**src/rtl/pcs_tx_pkg.sv**
```systemverilog
package pcs_tx_pkg;
  localparam logic [7:0] CG_COMMA     = 8'hBC;
  localparam logic [7:0] CG_SOP       = 8'hFB;
  localparam logic [7:0] CG_EOP       = 8'hFD;
  localparam logic [7:0] CG_EXT       = 8'hF7;
  localparam logic [7:0] CG_ERR       = 8'hFE;
  localparam logic [7:0] CG_IDLE_FLIP = 8'hC5;
  localparam logic [7:0] CG_IDLE_KEEP = 8'h50;

  typedef enum logic [1:0] {FR_IDLE, FR_DATA, FR_EXT1, FR_EXT2} fr_state_e;

  typedef struct packed {
    logic       en;
    logic       er;
    logic [7:0] d;
  } tx_beat_t;

  // second symbol of an idle ordered set
  function automatic logic [7:0] idle_tail(input logic flip);
    return flip ? CG_IDLE_FLIP : CG_IDLE_KEEP;
  endfunction

  // an extend symbol on an even slot needs a partner so the idle lands even
  function automatic logic ext_needs_second(input logic ext_on_even);
    return ext_on_even;
  endfunction

  // symbol and flag for a frame byte
  function automatic logic [8:0] frame_symbol(input tx_beat_t b);
    return b.er ? {1'b1, CG_ERR} : {1'b0, b.d};
  endfunction
endpackage

```
**src/rtl/pcs_tx_delay.sv**
```systemverilog
module pcs_tx_delay
  import pcs_tx_pkg::*;
#(
  parameter int DEPTH = 2
) (
  input  logic     clk,
  input  logic     rst_n,
  input  tx_beat_t din,
  output tx_beat_t tap [DEPTH]
);
  for (genvar i = 0; i < DEPTH; i++) begin : g_st
    tx_beat_t q;
    if (i == 0) begin : g_head
      always_ff @(posedge clk or negedge rst_n)
        if (!rst_n) q <= '0;
        else        q <= din;
    end else begin : g_tail
      always_ff @(posedge clk or negedge rst_n)
        if (!rst_n) q <= '0;
        else        q <= g_st[i-1].q;
    end
    assign tap[i] = q;
  end
endmodule

```
**src/rtl/pcs_tx_phase.sv**
```systemverilog
module pcs_tx_phase (
  input  logic clk,
  input  logic rst_n,
  output logic cg_odd,
  output logic next_even
);
  always_ff @(posedge clk or negedge rst_n)
    if (!rst_n) cg_odd <= 1'b1;
    else        cg_odd <= ~cg_odd;

  assign next_even = cg_odd;
endmodule

```
**src/rtl/pcs_tx_framer.sv**
```systemverilog
module pcs_tx_framer
  import pcs_tx_pkg::*;
#(
  parameter int HOLD_DEPTH = 2
) (
  input  logic       clk,
  input  logic       rst_n,
  input  logic       tx_valid,
  input  logic       tx_fault,
  input  logic [7:0] tx_data,
  input  logic       enc_rd_pos,
  output logic [7:0] cg_sym,
  output logic       cg_ctl,
  output logic       cg_odd
);
  localparam int LATE_TAP = HOLD_DEPTH - 1;

  tx_beat_t  beat_in, beat_sel;
  tx_beat_t  taps [HOLD_DEPTH];
  fr_state_e state_q, state_d;
  logic      late_q, late_d;
  logic      flip_q, flip_d;
  logic [7:0] sym_d;
  logic       ctl_d;
  logic       next_even;

  // named events for the checker
  logic start_req, sof_fire, eof_fire, emit_comma;

  assign beat_in = '{en: tx_valid, er: tx_fault & tx_valid, d: tx_data};

  pcs_tx_delay #(.DEPTH(HOLD_DEPTH)) u_hold (
    .clk(clk), .rst_n(rst_n), .din(beat_in), .tap(taps)
  );

  pcs_tx_phase u_phase (
    .clk(clk), .rst_n(rst_n), .cg_odd(cg_odd), .next_even(next_even)
  );

  assign beat_sel   = late_q ? taps[LATE_TAP] : taps[0];
  assign start_req  = tx_valid | taps[0].en;
  assign sof_fire   = (state_q == FR_IDLE) && next_even && start_req;
  assign emit_comma = (state_q == FR_IDLE) && next_even && !start_req;
  assign eof_fire   = (state_q == FR_DATA) && !beat_sel.en;

  always_comb begin
    state_d = state_q;
    late_d  = late_q;
    flip_d  = flip_q;
    sym_d   = CG_COMMA;
    ctl_d   = 1'b1;
    unique case (state_q)
      FR_IDLE: begin
        if (sof_fire) begin
          sym_d   = CG_SOP;
          late_d  = taps[0].en;
          state_d = FR_DATA;
        end else if (emit_comma) begin
          flip_d = enc_rd_pos;
        end else begin
          sym_d = idle_tail(flip_q);
          ctl_d = 1'b0;
        end
      end
      FR_DATA: begin
        if (eof_fire) begin
          sym_d   = CG_EOP;
          state_d = FR_EXT1;
        end else begin
          {ctl_d, sym_d} = frame_symbol(beat_sel);
        end
      end
      FR_EXT1: begin
        sym_d   = CG_EXT;
        state_d = ext_needs_second(next_even) ? FR_EXT2 : FR_IDLE;
      end
      FR_EXT2: begin
        sym_d   = CG_EXT;
        state_d = FR_IDLE;
      end
      default: state_d = FR_IDLE;
    endcase
  end

  always_ff @(posedge clk or negedge rst_n)
    if (!rst_n) begin
      state_q <= FR_IDLE;
      late_q  <= 1'b0;
      flip_q  <= 1'b0;
      cg_sym  <= CG_IDLE_KEEP;
      cg_ctl  <= 1'b0;
    end else begin
      state_q <= state_d;
      late_q  <= late_d;
      flip_q  <= flip_d;
      cg_sym  <= sym_d;
      cg_ctl  <= ctl_d;
    end
endmodule

```
**config.mk**
```make
export PLATFORM = sky130hd
export DESIGN_NAME = pcs_tx_framer
export DESIGN_NICKNAME = d
export VERILOG_FILES = /design/src/rtl/pcs_tx_pkg.sv /design/src/rtl/pcs_tx_delay.sv /design/src/rtl/pcs_tx_phase.sv /design/src/rtl/pcs_tx_framer.sv
export SDC_FILE = /design/constraint.sdc
export NUM_CORES = 1
export LEC_CHECK = 0
export BUFFER_PORTS_ARGS = -buffer_cell sky130_fd_sc_hd__buf_2
export CAP_MARGIN = 20
export CORE_MARGIN = 2
export CORE_UTILIZATION = 30
export DETAILED_ROUTE_END_ITERATION = 6
export HOLD_SLACK_MARGIN = 0.12
export SYNTH_ARGS = -nofsm -noshare
export SYNTH_HDL_FRONTEND = slang
export SYNTH_HIERARCHICAL = 1
export SYNTH_SLANG_ARGS = --single-unit
```
**constraint.sdc**
```tcl
create_clock -name clk -period 3.9 [get_ports clk]
set_input_delay 0.195 -clock clk [delete_from_list [all_inputs] [get_ports clk]]
set_output_delay 0.195 -clock clk [all_outputs]
set_load 0.02 [all_outputs]
```
==> impl_metrics.toml, run 1 <==
[synthesis]
syn-cell-area_sq_mm = 0.001240
synth-async-reset-ratio_pct = 100.0
synth_edf_count = 0
ys_types = 35
synth_area_per_cell_sq_um = 13.48
netlist_instances = 92
ys_ff_latch = 34
yosys_warnings = 6
synth_flop_cell = "dfrtp_1"
synth_fp_nets = 105
ys_seq_area_share_pct = 68.92

[floorplan]
coreArea_sq_mm = 0.004000
die-area_sq_mm = 0.004664
io_pins = 23
die_h_um = 68.29
die_w_um = 68.29
start_util_pct = 31.00
num_rows = 23

[grt]
use_met1_pct = 14.57
top_usage_layer = "met2"
grt_pass1_vias = 785
use_met2_pct = 15.53
grt_max_degree = 35
grt_overflow = 0
grtUsageTotal_pct = 11.02
antenna_found_initial = 0
met3_usage_pct = 3.618
grt_pass1_wl_um = 3588

[sta]
layout_setup_ws_ns = 2.462
finalSetupViolations = 0
rsz0062_at_grt = "false"
period_minus_slack_ns = 1.438
worst-slew-pin-transition_ns = 0.7074
fin_crit_sh_pct = 36.87
slew-limit-headroom_pct = 52.84
skew_ns = 0.008067
fin_tns_setup_ns = 0
hold_violations = 0
max_clock_freq_ghz = 0.6954
slew_viol_final = 0

[power_and_ir_drop]
p_comb_share_pct = 25.7
power.density_mw_per_mm2 = 641.9
finalPower_w = 0.001006
clock_power_share_pct = 26.0
p_leak_nw = 0.6860
swShare_pct = 32.64
intPower_w = 0.0006779
irDropWorstVdd_uv = 280.8
p_seq_share_pct = 48.3
p_sw_w = 0.0003284

[status]
status = "complete, no violations"

[detailed_routing]
first_pass_iters = 4
wire_per_inst_um = 12.42
wl_um = 2198
via_per_inst = 4.571
vias = 809
drcViolationCount = 0
final_antenna_net_count = 0
drtIter0Drc = 27

[worst_setup_path]
crit_fanout = 11
critical_path_class = "reg -> reg"
end_kind = "flop"
crit_required_ns = 4.05
cp-start-kind = "flop"
cp.arrival_ns = 1.59

[cts]
cts_tree = "yes"
cts-htree-levels = 2
postCtsSetupRepairBufs = 0
path_clk_slew_ns = 0.07
numCtsBuffers = 5
root_buffer = "clkbuf_8"
cts_buffer_depth = 2
cts_sinks = 34
clk_latency_ns = 0.29

[placement]
place_ws_ns = 2.474
place.gp.congestion = 0.8329
dp_hpwl_um = 1535
io_buffers = 22

[layout]
mostFrequentLayoutCells = "dfrtp_1, buf_2, dlygate4sd3_1"
layout_commonest_cell = "dfrtp_1"
n_antenna_cell = 0
area_delta_synth_final_pct = 26.44
nNetsFinal = 139
drive_gt1_share_pct = 29.13

[flow_run]
max-cap-violations = 0

[hold_path]
hp-class = "in -> reg"
[worst max-delay path, stage by stage (launching register included)]
cell and delay (ns):
dfrtp_1 0.51, nand2b_2 0.28, o32ai_1 0.38, a211oi_1 0.13
[per-stage QoR]
stage          cell area (sq um)  hold slack [ns]  cells  utilization [%]
2_1_floorplan               1240          -0.1006     92                -
5_1_grt                     1568           0.1371    177            39.19
3_3_place_gp                1376           0.2817    159            34.41
3_5_place_dp                1376           0.2947    159            34.41
4_1_cts                     1568           0.1329    177            39.19
6_report                    1568           0.1350    177            39.19
[timing repair]
item | 4_1_cts | 5_1_grt
hold buffers | 10 | 0
gates resized for setup | 0 | 0
hold endpoints to repair | 40 | 0
[path summary, 6_finish.rpt]
check / start / end / cells after the start / slack (ns)
max in group asynchronous: rst_n / u_hold/tap[8] / 2 / 2.95
worst max-delay path: late_q / cg_sym[3] / 3 / 2.46
worst min register to register: u_hold/tap[15] / u_hold/tap[5] / 0 / 0.37
worst max register to register: late_q / cg_sym[3] / 3 / 2.46
worst min-delay path: tx_fault / u_hold/tap[18] / 2 / 0.14
min in group asynchronous: rst_n / late_q / 2 / 0.49
[registers in the layout (all words and copies together) (netlist names)]
signal          flops
flip_q              1
cg_sym              8
state_q             2
u_phase/cg_odd      1
u_hold/tap         20
late_q              1
cg_ctl              1
[cells in the mapped netlist (2+ instances only)]
cell type / count / share of area, %
buf_4: 2 / 1.2
nand2_1: 4 / 1.2
nand2b_1: 5 / 2.5
dfstp_2: 3 / 6.4
a21oi_1: 4 / 1.6
nor3_1: 2 / 0.81
inv_1: 2 / 0.61
nor2b_1: 4 / 2.0
nand3_1: 2 / 0.81
dfrtp_1: 31 / 63
o22ai_1: 4 / 2.0
a211oi_1: 3 / 1.8
buf_2: 2 / 0.81
nor2_1: 3 / 0.91
[layer usage]
layer  vias up  part of all wire (%)
met5         -                     0
met4         0                   2.2
met3         5                   6.6
met2        30                    47
met1       384                    45
li1        390                     -
[power by group through the flow]
| stage | registers (W) | logic (W) | clock network, W |
|---|---|---|---|
| final | 0.000486 | 0.000259 | 0.000261 |
| after detailed placement | 0.000493 | 0.000253 | 0 |
| after global placement | 0.000493 | 0.000249 | 0 |
| after global routing | 0.000500 | 0.000284 | 0.000283 |
| after floorplan | 0.000501 | 0.000180 | 0 |
| after CTS | 0.000486 | 0.000262 | 0.000269 |
[layout make-up]
cell class / instances / area, sq um
multi-input cells: 51 / 341.6
clock buffers: 7 / 86.33
fillers: 380 / 2432
well taps: 50 / 62.56
clock inverters: 1 / 5.005
inverters: 2 / 7.507
repair buffers: 32 / 210.2
flip-flops and latches: 34 / 854.6
[kinds of logic (layout without fill, tap and decap cells)]
group	count (synthesis)	count (layout)	synth area share [%]
flip-flops	34	34	68.92
AND/OR/NAND/NOR	27	27	12.61
AO/OA/AOI/OAI	22	22	13.22
buffers and inverters	7	42	3.532
multiplexers	2	2	1.715
(Power assumes the default switching activity.)
==> run 2, diff against run 1 <==
clock period = 1.35 ns   (was 3.9 ns; I/O delays follow)
==> run 2 against run 1 <==
  * Power rose to 3.0 times the previous value
  * Register-to-register slack got worse by 2.4 ns
  * Via count rose by 4.1%
  * Count of clock-buffer cells in the layout fell by 1
  * Non-clock buffer count rose by 9
  * Critical endpoint unchanged
  * Wire length rose by 9.2%
  * Final cell count rose by 5.1%
==> impl_metrics.toml, run 2 (synthesis results as in run 1) <==
[placement]
io_buffers = 22
dpl.cell_count = 164
place.gp.congestion = 0.7785
place_ws_ns = 0.003337
dp_hpwl_um = 1599

[power_and_ir_drop]
intPower_w = 0.002062
swShare_pct = 32.74
irDropWorstVdd_uv = 871.2
p_leak_nw = 0.7264
p_comb_share_pct = 30.7
clock_power_share_pct = 25.1
power.density_mw_per_mm2 = 1863
finalPower_w = 0.003065
p_seq_share_pct = 44.2
p_sw_w = 0.001003

[sta]
worst-slew-pin-transition_ns = 0.7256
slew-limit-headroom_pct = 51.63
layout_setup_ws_ns = 0.03606
finalSetupViolations = 0
fin_crit_sh_pct = 97.33
whs_ns = 0.3740
slew_viol_final = 0
hold_violations = 0
skew_ns = 0.006916
max_clock_freq_ghz = 0.7611
period_minus_slack_ns = 1.314

[worst_setup_path]
path_depth = 3
critPathTopFamily = "compound AO/OA/AOI/OAI gates"
cp-startpoint = "late_q"
cpMaxStageDelayCell = "dfrtp_2"
cp_cell_sequence = "nand2b_2, o32ai_1, a211oi_1"
crit_fanout = 5
crit_buf_inv = 0
ff2ff_setup_slack_ns = 0.04
cp.arrival_ns = 1.47
worstSetupEndpoint = "cg_sym[3]"
cp-start-kind = "flop"
r2r_start = "late_q"
r2r_cells = 3
crit_required_ns = 1.50
r2r_end = "cg_sym[3]"
slowest_delay_ns = 0.43
end_kind = "flop"
critical_path_class = "reg -> reg"

[floorplan]
io_pins = 23
die-area_sq_mm = 0.004664
coreArea_sq_mm = 0.004000
start_util_pct = 31.00
num_rows = 23
die_w_um = 68.29
die_h_um = 68.29

[grt]
grt_overflow = 0
grt_pass1_wl_um = 3864
use_met1_pct = 14.48
use_met2_pct = 17.48
antenna_found_initial = 0
grtUsageTotal_pct = 11.97
grt_pass1_vias = 872
grt_max_degree = 35
top_usage_layer = "met2"
met3_usage_pct = 3.618

[hold_path]
hp-class = "reg -> reg"
hold_start = "u_hold/tap[13]"

[layout]
n_antenna_cell = 0
regArea_sq_um = 855.8
multiInputGateArea_sq_um = 341.6
post-route-util_pct = 41.13
mostFrequentLayoutCells = "dfrtp_1, buf_2, dlygate4sd3_1"
drive_gt1_share_pct = 33.82
layout_commonest_cell = "dfrtp_1"
area_delta_synth_final_pct = 32.69
fill_cells = 359
nNetsFinal = 148
fin_cells = 186
largest_register_ffs = 20

[cts]
cts_sinks = 34
cts-htree-levels = 2
numCtsBuffers = 5
cts_tree = "yes"
clk_latency_ns = 0.29
path_clk_slew_ns = 0.07
cts_buffer_depth = 2
root_buffer = "clkbuf_8"

[detailed_routing]
wire_per_inst_um = 12.90
vias = 842
final_antenna_net_count = 0
via_per_inst = 4.527
drcViolationCount = 0
wl_um = 2400
drtIter0Drc = 23
first_pass_iters = 4

[status]
status = "complete, no violations"

[flow_run]
max-cap-violations = 0
-- run 2: layer usage --
metal  vias to the layer above  share of wire, %
met4                         0               3.2
met5                         -                 0
met2                        19                48
met1                       405                45
met3                         8               3.9
li1                        410                 -
-- run 2: worst min path at each step --
| stage | end | slack [ns] | depth (start not counted) |
|---|---|---|---|
| final | u_hold/tap[3] | 0.37 | 0 |
| after detailed placement | flip_q | 0.16 | 1 |
| after global placement | cg_sym[7] | 0.15 | 1 |
| after global routing | u_hold/tap[5] | 0.39 | 0 |
| after CTS | u_hold/tap[3] | 0.38 | 0 |
| after floorplan | cg_ctl | -0.23 | 0 |
-- run 2: power by group through the flow --
stage / registers (W) / logic, W / clock network [W]
after floorplan: 0.00145 / 0.000520 / 0
after global placement: 0.00137 / 0.000848 / 0
after detailed placement: 0.00138 / 0.000856 / 0
after CTS: 0.00137 / 0.000889 / 0.000800
after global routing: 0.00137 / 0.00102 / 0.000849
final: 0.00136 / 0.000941 / 0.000768
-- run 2: layout make-up --
type / instances / share of cell area (%)
multi-input cells: 51 / 20.76
well taps: 50 / 3.802
inverters: 2 / 0.4563
clock buffers: 6 / 5.019
clock inverters: 2 / 0.7605
repair buffers: 41 / 17.19
flip-flops and latches: 34 / 52.02
-- run 2: worst reg2reg max path, stage by stage, from the launching register on --
cell and delay (ns):
dfrtp_2 0.43, nand2b_2 0.22, o32ai_1 0.39, a211oi_1 0.14
-- run 2: what timing repair did --
item                                    in CTS  in global routing
buffers inserted                             0                  2
endpoints found under the setup margin       2                  4
gates cloned                                 0                  0
gates resized for setup                      1                  0
pin swaps                                    0                  0
endpoints found under the hold margin       43                  0
hold buffers                                12                  0
-- run 2: metrics by stage --
step	cell area, sq um	setup TNS, ns
after global routing	1645	-0.006224
after CTS	1630	0
after detailed placement	1414	0
final	1645	0
after global placement	1414	0
after floorplan	1250	0
